File: config.mk
export PLATFORM = sky130hd
export DESIGN_NAME = bus_term_classifier
export DESIGN_NICKNAME = d
export VERILOG_FILES = /design/src/rtl/bterm_pkg.sv /design/src/rtl/bterm_sync.sv /design/src/rtl/bterm_order.sv /design/src/rtl/bterm_result.sv /design/src/rtl/bus_term_classifier.sv
export SDC_FILE = /design/constraint.sdc
export NUM_CORES = 1
export LEC_CHECK = 0
export BUFFER_PORTS_ARGS = -buffer_cell sky130_fd_sc_hd__clkbuf_2
export CORE_AREA = 2 2 48 50
export CTS_BUF_LIST = sky130_fd_sc_hd__clkbuf_8
export DETAILED_ROUTE_END_ITERATION = 12
export DIE_AREA = 0 0 50 52
export GPL_TIMING_DRIVEN = 0
export PLACE_DENSITY = 0.75
export SETUP_SLACK_MARGIN = 0.15
export SYNTH_ARGS = -nofsm -noshare
export SYNTH_HDL_FRONTEND = slang
export SYNTH_HIERARCHICAL = 1
export SYNTH_SLANG_ARGS = --single-unit
export TNS_END_PERCENT = 100
File: constraint.sdc
create_clock -name clk -period 2.1 [get_ports clk]
set_clock_uncertainty 0.2 [all_clocks]
set_input_delay 0.42 -clock clk [delete_from_list [all_inputs] [get_ports clk]]
set_output_delay 0.42 -clock clk [all_outputs]
set_load 0.1 [all_outputs]
File: src/rtl/bterm_pkg.sv
// Package: shared encodings for the bus cycle termination classifier.
// Assumes: every code fits in two bits and the value zero means "nothing".
package bterm_pkg;

    localparam int SYNC_STAGES = 2;
    localparam int ACK_W       = 2;

    typedef enum logic [1:0] {
        KIND_NONE   = 2'b00,
        KIND_NORMAL = 2'b01,
        KIND_HALT   = 2'b10,
        KIND_BERR   = 2'b11
    } term_kind_e;

    typedef enum logic [1:0] {
        ORD_ABSENT = 2'b00,
        ORD_EARLY  = 2'b01,
        ORD_SAME   = 2'b10,
        ORD_LATE   = 2'b11
    } order_e;

    typedef enum logic [1:0] {
        PW_NONE = 2'b00,
        PW_BYTE = 2'b01,
        PW_WORD = 2'b10,
        PW_AUTO = 2'b11
    } width_e;

    // Map a raw acknowledge sample to a port width code.
    function automatic width_e ack_to_width(input logic [ACK_W-1:0] ack, input logic avec);
        if (ack[1])
            return PW_WORD;
        else if (ack[0])
            return PW_BYTE;
        else if (avec)
            return PW_AUTO;
        return PW_NONE;
    endfunction

endpackage

File: src/rtl/bterm_sync.sv
// Module: multi-bit flop-chain synchronizer for asynchronous handshake lines.
// Assumes: each bit is an independent level, so skew between bits is acceptable.
module bterm_sync #(
    parameter int WIDTH  = 6,
    parameter int STAGES = 2
) (
    input  logic             clk,
    input  logic             rst_n,
    input  logic [WIDTH-1:0] async_in,
    output logic [WIDTH-1:0] sync_out
);
    localparam int LAST = STAGES - 1;

    logic [STAGES-1:0][WIDTH-1:0] chain;

    generate
        for (genvar s = 0; s < STAGES; s++) begin : g_stage
            if (s == 0) begin : g_first
                // Capture the raw lines into the first stage.
                always_ff @(posedge clk) begin
                    if (!rst_n) chain[s] <= '0;
                    else        chain[s] <= async_in;
                end
            end else begin : g_next
                // Shift the previous stage forward.
                always_ff @(posedge clk) begin
                    if (!rst_n) chain[s] <= '0;
                    else        chain[s] <= chain[s-1];
                end
            end
        end
    endgenerate

    assign sync_out = chain[LAST];
endmodule

File: src/rtl/bterm_order.sv
// Module: records when an event first appears relative to the acknowledge.
// Assumes: ack_now is high only for the single sample in which the acknowledge
// is taken, and ack_prior is high in every later sample of the same cycle.
module bterm_order
    import bterm_pkg::*;
(
    input  logic   clk,
    input  logic   rst_n,
    input  logic   clear,
    input  logic   evt,
    input  logic   ack_now,
    input  logic   ack_prior,
    output order_e order
);
    // Latch the first arrival of the event and keep it until cleared.
    always_ff @(posedge clk) begin
        if (!rst_n) begin
            order <= ORD_ABSENT;
        end else if (clear) begin
            order <= ORD_ABSENT;
        end else if (evt && order == ORD_ABSENT) begin
            if (ack_prior)
                order <= ORD_LATE;
            else if (ack_now)
                order <= ORD_SAME;
            else
                order <= ORD_EARLY;
        end
    end
endmodule

File: src/rtl/bterm_result.sv
// Module: classifies a finished cycle and holds the registered outcome.
// Assumes: start and finish are never high in the same clock.
module bterm_result
    import bterm_pkg::*;
(
    input  logic       clk,
    input  logic       rst_n,
    input  logic       start,
    input  logic       finish,
    input  logic       ack_seen,
    input  width_e     width_in,
    input  order_e     halt_in,
    input  order_e     berr_in,
    output logic       done,
    output term_kind_e kind,
    output width_e     width,
    output order_e     halt_ord,
    output order_e     berr_ord,
    output logic       late
);
    term_kind_e kind_next;
    logic       berr_term;
    logic       halt_term;

    // Decide the outcome: bus error first, then halt, then normal.
    always_comb begin
        berr_term = (berr_in == ORD_EARLY) || (berr_in == ORD_SAME);
        halt_term = (halt_in == ORD_EARLY) || (halt_in == ORD_SAME);
        if (berr_term)
            kind_next = KIND_BERR;
        else if (ack_seen)
            kind_next = halt_term ? KIND_HALT : KIND_NORMAL;
        else
            kind_next = KIND_NONE;
    end

    // Pulse done at cycle end; load on finish, clear on the next start.
    always_ff @(posedge clk) begin
        if (!rst_n) begin
            done     <= 1'b0;
            kind     <= KIND_NONE;
            width    <= PW_NONE;
            halt_ord <= ORD_ABSENT;
            berr_ord <= ORD_ABSENT;
            late     <= 1'b0;
        end else begin
            done <= finish;
            if (start) begin
                kind     <= KIND_NONE;
                width    <= PW_NONE;
                halt_ord <= ORD_ABSENT;
                berr_ord <= ORD_ABSENT;
                late     <= 1'b0;
            end else if (finish) begin
                kind     <= kind_next;
                width    <= width_in;
                halt_ord <= halt_in;
                berr_ord <= berr_in;
                late     <= (berr_in == ORD_LATE);
            end
        end
    end
endmodule

File: src/rtl/bus_term_classifier.sv
// Module: top of the bus cycle termination classifier.
// Synchronizes the handshake lines, tracks acknowledge, halt and bus-error
// arrival order during a cycle, and emits a registered outcome at cycle end.
// Assumes: the strobe stays low for at least one synchronized sample between cycles.
module bus_term_classifier
    import bterm_pkg::*;
#(
    parameter int STAGES = SYNC_STAGES
) (
    input  logic       clk,
    input  logic       rst_n,
    input  logic       cyc_req,
    input  logic [1:0] ack_lines,
    input  logic       avec_ack,
    input  logic       berr_req,
    input  logic       halt_req,
    output logic       term_done,
    output logic [1:0] term_kind,
    output logic [1:0] port_width,
    output logic [1:0] halt_order,
    output logic [1:0] berr_order,
    output logic       late_berr
);
    localparam int NUM_EVT = 2;
    localparam int IN_W    = ACK_W + 4;

    logic [IN_W-1:0]  raw_bus;
    logic [IN_W-1:0]  sync_bus;
    logic             cyc_s;
    logic [ACK_W-1:0] ack_s;
    logic             avec_s;
    logic             berr_s;
    logic             halt_s;
    logic             cyc_q;
    logic             cyc_start;
    logic             cyc_end;
    logic             ack_any;
    logic             ack_take;
    logic             ack_seen;
    width_e           width_q;
    logic [NUM_EVT-1:0] evt_vec;
    order_e           ord_vec [NUM_EVT];
    order_e           berr_ord_int;
    order_e           halt_ord_int;
    term_kind_e       kind_o;
    width_e           width_o;
    order_e           halt_o;
    order_e           berr_o;

    assign raw_bus = {cyc_req, ack_lines, avec_ack, berr_req, halt_req};

    bterm_sync #(.WIDTH(IN_W), .STAGES(STAGES)) u_sync (
        .clk      (clk),
        .rst_n    (rst_n),
        .async_in (raw_bus),
        .sync_out (sync_bus)
    );

    assign {cyc_s, ack_s, avec_s, berr_s, halt_s} = sync_bus;

    // Remember the previous strobe sample for edge detection.
    always_ff @(posedge clk) begin
        if (!rst_n) cyc_q <= 1'b0;
        else        cyc_q <= cyc_s;
    end

    assign cyc_start = cyc_s & ~cyc_q;
    assign cyc_end   = ~cyc_s & cyc_q;
    assign ack_any   = (|ack_s) | avec_s;
    // An acknowledge counts only once, and not after a bus error already ended the cycle.
    assign ack_take  = cyc_s & ack_any & ~ack_seen & (berr_ord_int == ORD_ABSENT);

    // Track the first acknowledge of the cycle and the width it reports.
    always_ff @(posedge clk) begin
        if (!rst_n || cyc_end) begin
            ack_seen <= 1'b0;
            width_q  <= PW_NONE;
        end else if (ack_take) begin
            ack_seen <= 1'b1;
            width_q  <= ack_to_width(ack_s, avec_s);
        end
    end

    assign evt_vec = {cyc_s & berr_s, cyc_s & halt_s};

    generate
        for (genvar e = 0; e < NUM_EVT; e++) begin : g_evt
            bterm_order u_order (
                .clk       (clk),
                .rst_n     (rst_n),
                .clear     (cyc_end),
                .evt       (evt_vec[e]),
                .ack_now   (ack_take),
                .ack_prior (ack_seen),
                .order     (ord_vec[e])
            );
        end
    endgenerate

    assign halt_ord_int = ord_vec[0];
    assign berr_ord_int = ord_vec[1];

    bterm_result u_result (
        .clk      (clk),
        .rst_n    (rst_n),
        .start    (cyc_start),
        .finish   (cyc_end),
        .ack_seen (ack_seen),
        .width_in (width_q),
        .halt_in  (halt_ord_int),
        .berr_in  (berr_ord_int),
        .done     (term_done),
        .kind     (kind_o),
        .width    (width_o),
        .halt_ord (halt_o),
        .berr_ord (berr_o),
        .late     (late_berr)
    );

    assign term_kind  = kind_o;
    assign port_width = width_o;
    assign halt_order = halt_o;
    assign berr_order = berr_o;
endmodule

==> metrics.cfg <==
[status]
outcome = completed

[drt]
first_iter_violations = 4
via_per_inst = 4.74
drt_wl_total_mm = 1.63
wl_per_cell_um = 10.2
first_pass_iters = 3
num_vias = 758
ant_nets = 0
drc_errors = 0

[die]
die-area_sq_um = 2600
die_x_um = 50
die_h_um = 52
io-pin-count = 18
floorplan.core_area_sq_um = 2110
start_util = 0.542
rows = 17

[logic_synthesis]
ys_ff_latch = 30
synth_top_area_frac = 0.526
syn-num-nets = 117
synth_warnings = 6
avgSynthCellArea_sq_um = 10.6
synth_common_cells = 30 x dfxtp_1, 9 x nor2_1, 8 x and2_1, 8 x and2_2, 8 x inv_1
ys_async_sr_fraction = 0
synth_edf_count = 0
netlist_top_cells_area = dfxtp_1 53%, mux2i_1 6.1%, and2_2 5.3%
synth_ff_type = dfxtp_1
synthMostInstantiatedCell = dfxtp_1
synth_seq_area_share = 0.526
syn-cell-area_sq_um = 1140
syn_inst = 108
synth_cell_types = 25
yosysTopAreaCell = dfxtp_1

[setup_path]
critPathCaptureType = flop
cp.buffers_inverters = 1
worstPathRequired_ns = 2.06
timing.rr.start = ack_seen$_SDFFE_PP0P_
path_delay_family = compound AO/OA/AOI/OAI gates
max_stage_delay_ns = 0.42
critical-path-slowest-cell = nor4b_4
cp-startpoint = ack_seen$_SDFFE_PP0P_
worstSetupPathType = reg -> reg
path_max_fanout = 8
crit_chain = nor4b_4, o21a_1, inv_1, o211ai_1, a21oi_1
crit_path_start_kind = flop
arrival_ns = 1.69
rrSetupSlack_ns = 0.36

[place]
gp_congestion = 0.646
io_buffer_count = 17
dpl_cell_area_sq_um = 1260
dpl.hpwl_mm = 1.21

[sta]
whs_ns = 0.149
hold_violations = 0
timing.slew.headroom = 0.642
fin_crit_sh = 0.827
fmax_mhz = 576
fin_crit_ns = 1.74
worst_slew_pin_slew_ns = 0.540
rsz0062_at_grt = no
setup_viol_count_final = 0
drv_slew = 0
setup_tns_ns = 0

[cts]
cts_htree_levels = 2
cts_resized = 0
cts_root_buffer = clkbuf_8
clock_latency_ns = 0.27
clkSinkCount = 30
cts.reportedPaths.clkPinSlew_ns = 0.05
ctsHoldBuffers = 0
cts_buffer_depth = 2
cts_tree = yes
postCtsSetupBuffers = 0
numCtsBuffers = 5

[finish]
fillCellCount = 181
final_nets = 141
finish.utilization = 0.635
layout-drive-gt1-share = 0.326
area_delta_synth_final_pct = 17.2
antennaDiodeCount = 0
final_area_sq_um = 1340

[global_route]
grt_pass1_wl_mm = 2.68
grt_use_total = 0.146
grt_pass1_vias = 687
gr-total-overflow = 0
antenna_found_initial = 0
grt_max_degree = 11

[pwr]
combPwrFrac = 0.063
power_density_nw_per_um2 = 788
power_frac_seq = 0.560
ir_drop_mv = 0.578
leakage_nw = 0.560
power_frac_clock = 0.377
switching_share = 0.210
intPower_uw = 832
switching_power_uw = 222

[run]
drv_cap = 0

[worst_hold_path]
min_from = avec_ack
hp-class = in -> reg

## layer usage
metal  track usage  vias up  wire length, um
met3        0.0690        5               92
met1         0.142      339              692
li1              -      396                -
met2         0.246       18              802
met5             0        -                0
met4        0.0972        0               42
## cell type report
class                      instances  area, sq um  share of cell area
multi-input combinational         61          443               0.331
clock buffer                       5         68.8              0.0515
buffer                             9         67.6              0.0505
clock inverter                     2         7.51             0.00561
timing repair buffer              17         85.1              0.0636
sequential                        30          601               0.449
tap                               28         35.0              0.0262
inverter                           8         30.0              0.0225
## final timing paths
check	to	cells after the start
max	g_evt[1].u_order/order[0]$_SDFFE_PP0P_	5
max reg2reg	g_evt[1].u_order/order[0]$_SDFFE_PP0P_	5
min reg2reg	u_sync/sync_out[4]$_SDFF_PN0_	1
min	u_sync/chain[2]$_SDFF_PN0_	2
## layout by cell type, fill, tap and decap left out
master / synthesis / final
nor2b_1: 2 / 2
and2_2: 8 / 8
nor2_1: 9 / 9
o21a_1: 1 / 1
or2_2: 1 / 1
nor4b_4: 1 / 1
buf_6: 1 / 1
clkbuf_1: 1 / 1
xnor2_1: 1 / 1
a211oi_1: 1 / 1
o21ai_1: 1 / 1
clkbuf_8: 0 / 5
xor2_1: 1 / 1
a211oi_2: 1 / 1
ha_1: 1 / 1
o211ai_1: 4 / 4
a221oi_2: 1 / 1
and2_1: 8 / 8
buf_4: 7 / 7
mux2i_1: 7 / 7
nand2b_1: 4 / 4
o21ba_2: 1 / 1
a311oi_1: 1 / 1
dfxtp_1: 30 / 30
clkbuf_2: 0 / 17
inv_1: 8 / 10
a21oi_1: 7 / 7
## worst register-to-register path, cell delays in order, from the launching register on
cell      delay (ns)
dfxtp_1         0.40
nor4b_4         0.43
o21a_1          0.26
inv_1           0.05
o211ai_1        0.17
a21oi_1         0.11
## per-stage QoR
step	std cells	worst slack (ns)	total power, mW
floorplan	108	0.546	0.652
global placement	153	0.428	0.667
detailed placement	153	0.361	0.670
CTS	160	0.359	1.07
global route	160	0.265	1.10
finish	160	0.363	1.05
## power groups by stage
| stage | logic [mW] | registers, mW | clock network (mW) |
|---|---|---|---|
| after detailed placement | 0.0675 | 0.602 | 0 |
| after floorplan | 0.0407 | 0.612 | 0 |
| after global placement | 0.0660 | 0.601 | 0 |
| after global routing | 0.0730 | 0.591 | 0.438 |
| after CTS | 0.0678 | 0.590 | 0.417 |
| final | 0.0667 | 0.590 | 0.397 |
## registers in the layout, indices dropped and copies added, names as in the netlist
register,flops
u_result/done,1
u_result/kind,2
u_sync/chain,6
u_sync/sync_out,6
u_result/berr_ord,2
u_result/halt_ord,2
u_result/late,1
width_q,2
g_evt.u_order/order,4
ack_seen,1
u_result/width,2
cyc_q,1
## kinds of logic after synthesis
family / Yosys count / synth area share
buffers and inverters: 17 / 0.0855
multiplexers: 7 / 0.0614
adder cells (fa/ha/maj): 1 / 0.0110
AND/OR/NAND/NOR: 33 / 0.185
XOR/XNOR: 2 / 0.0154
AO/OA/AOI/OAI: 18 / 0.115
flip-flops: 30 / 0.526
Power figures use the tool's default switching activity.
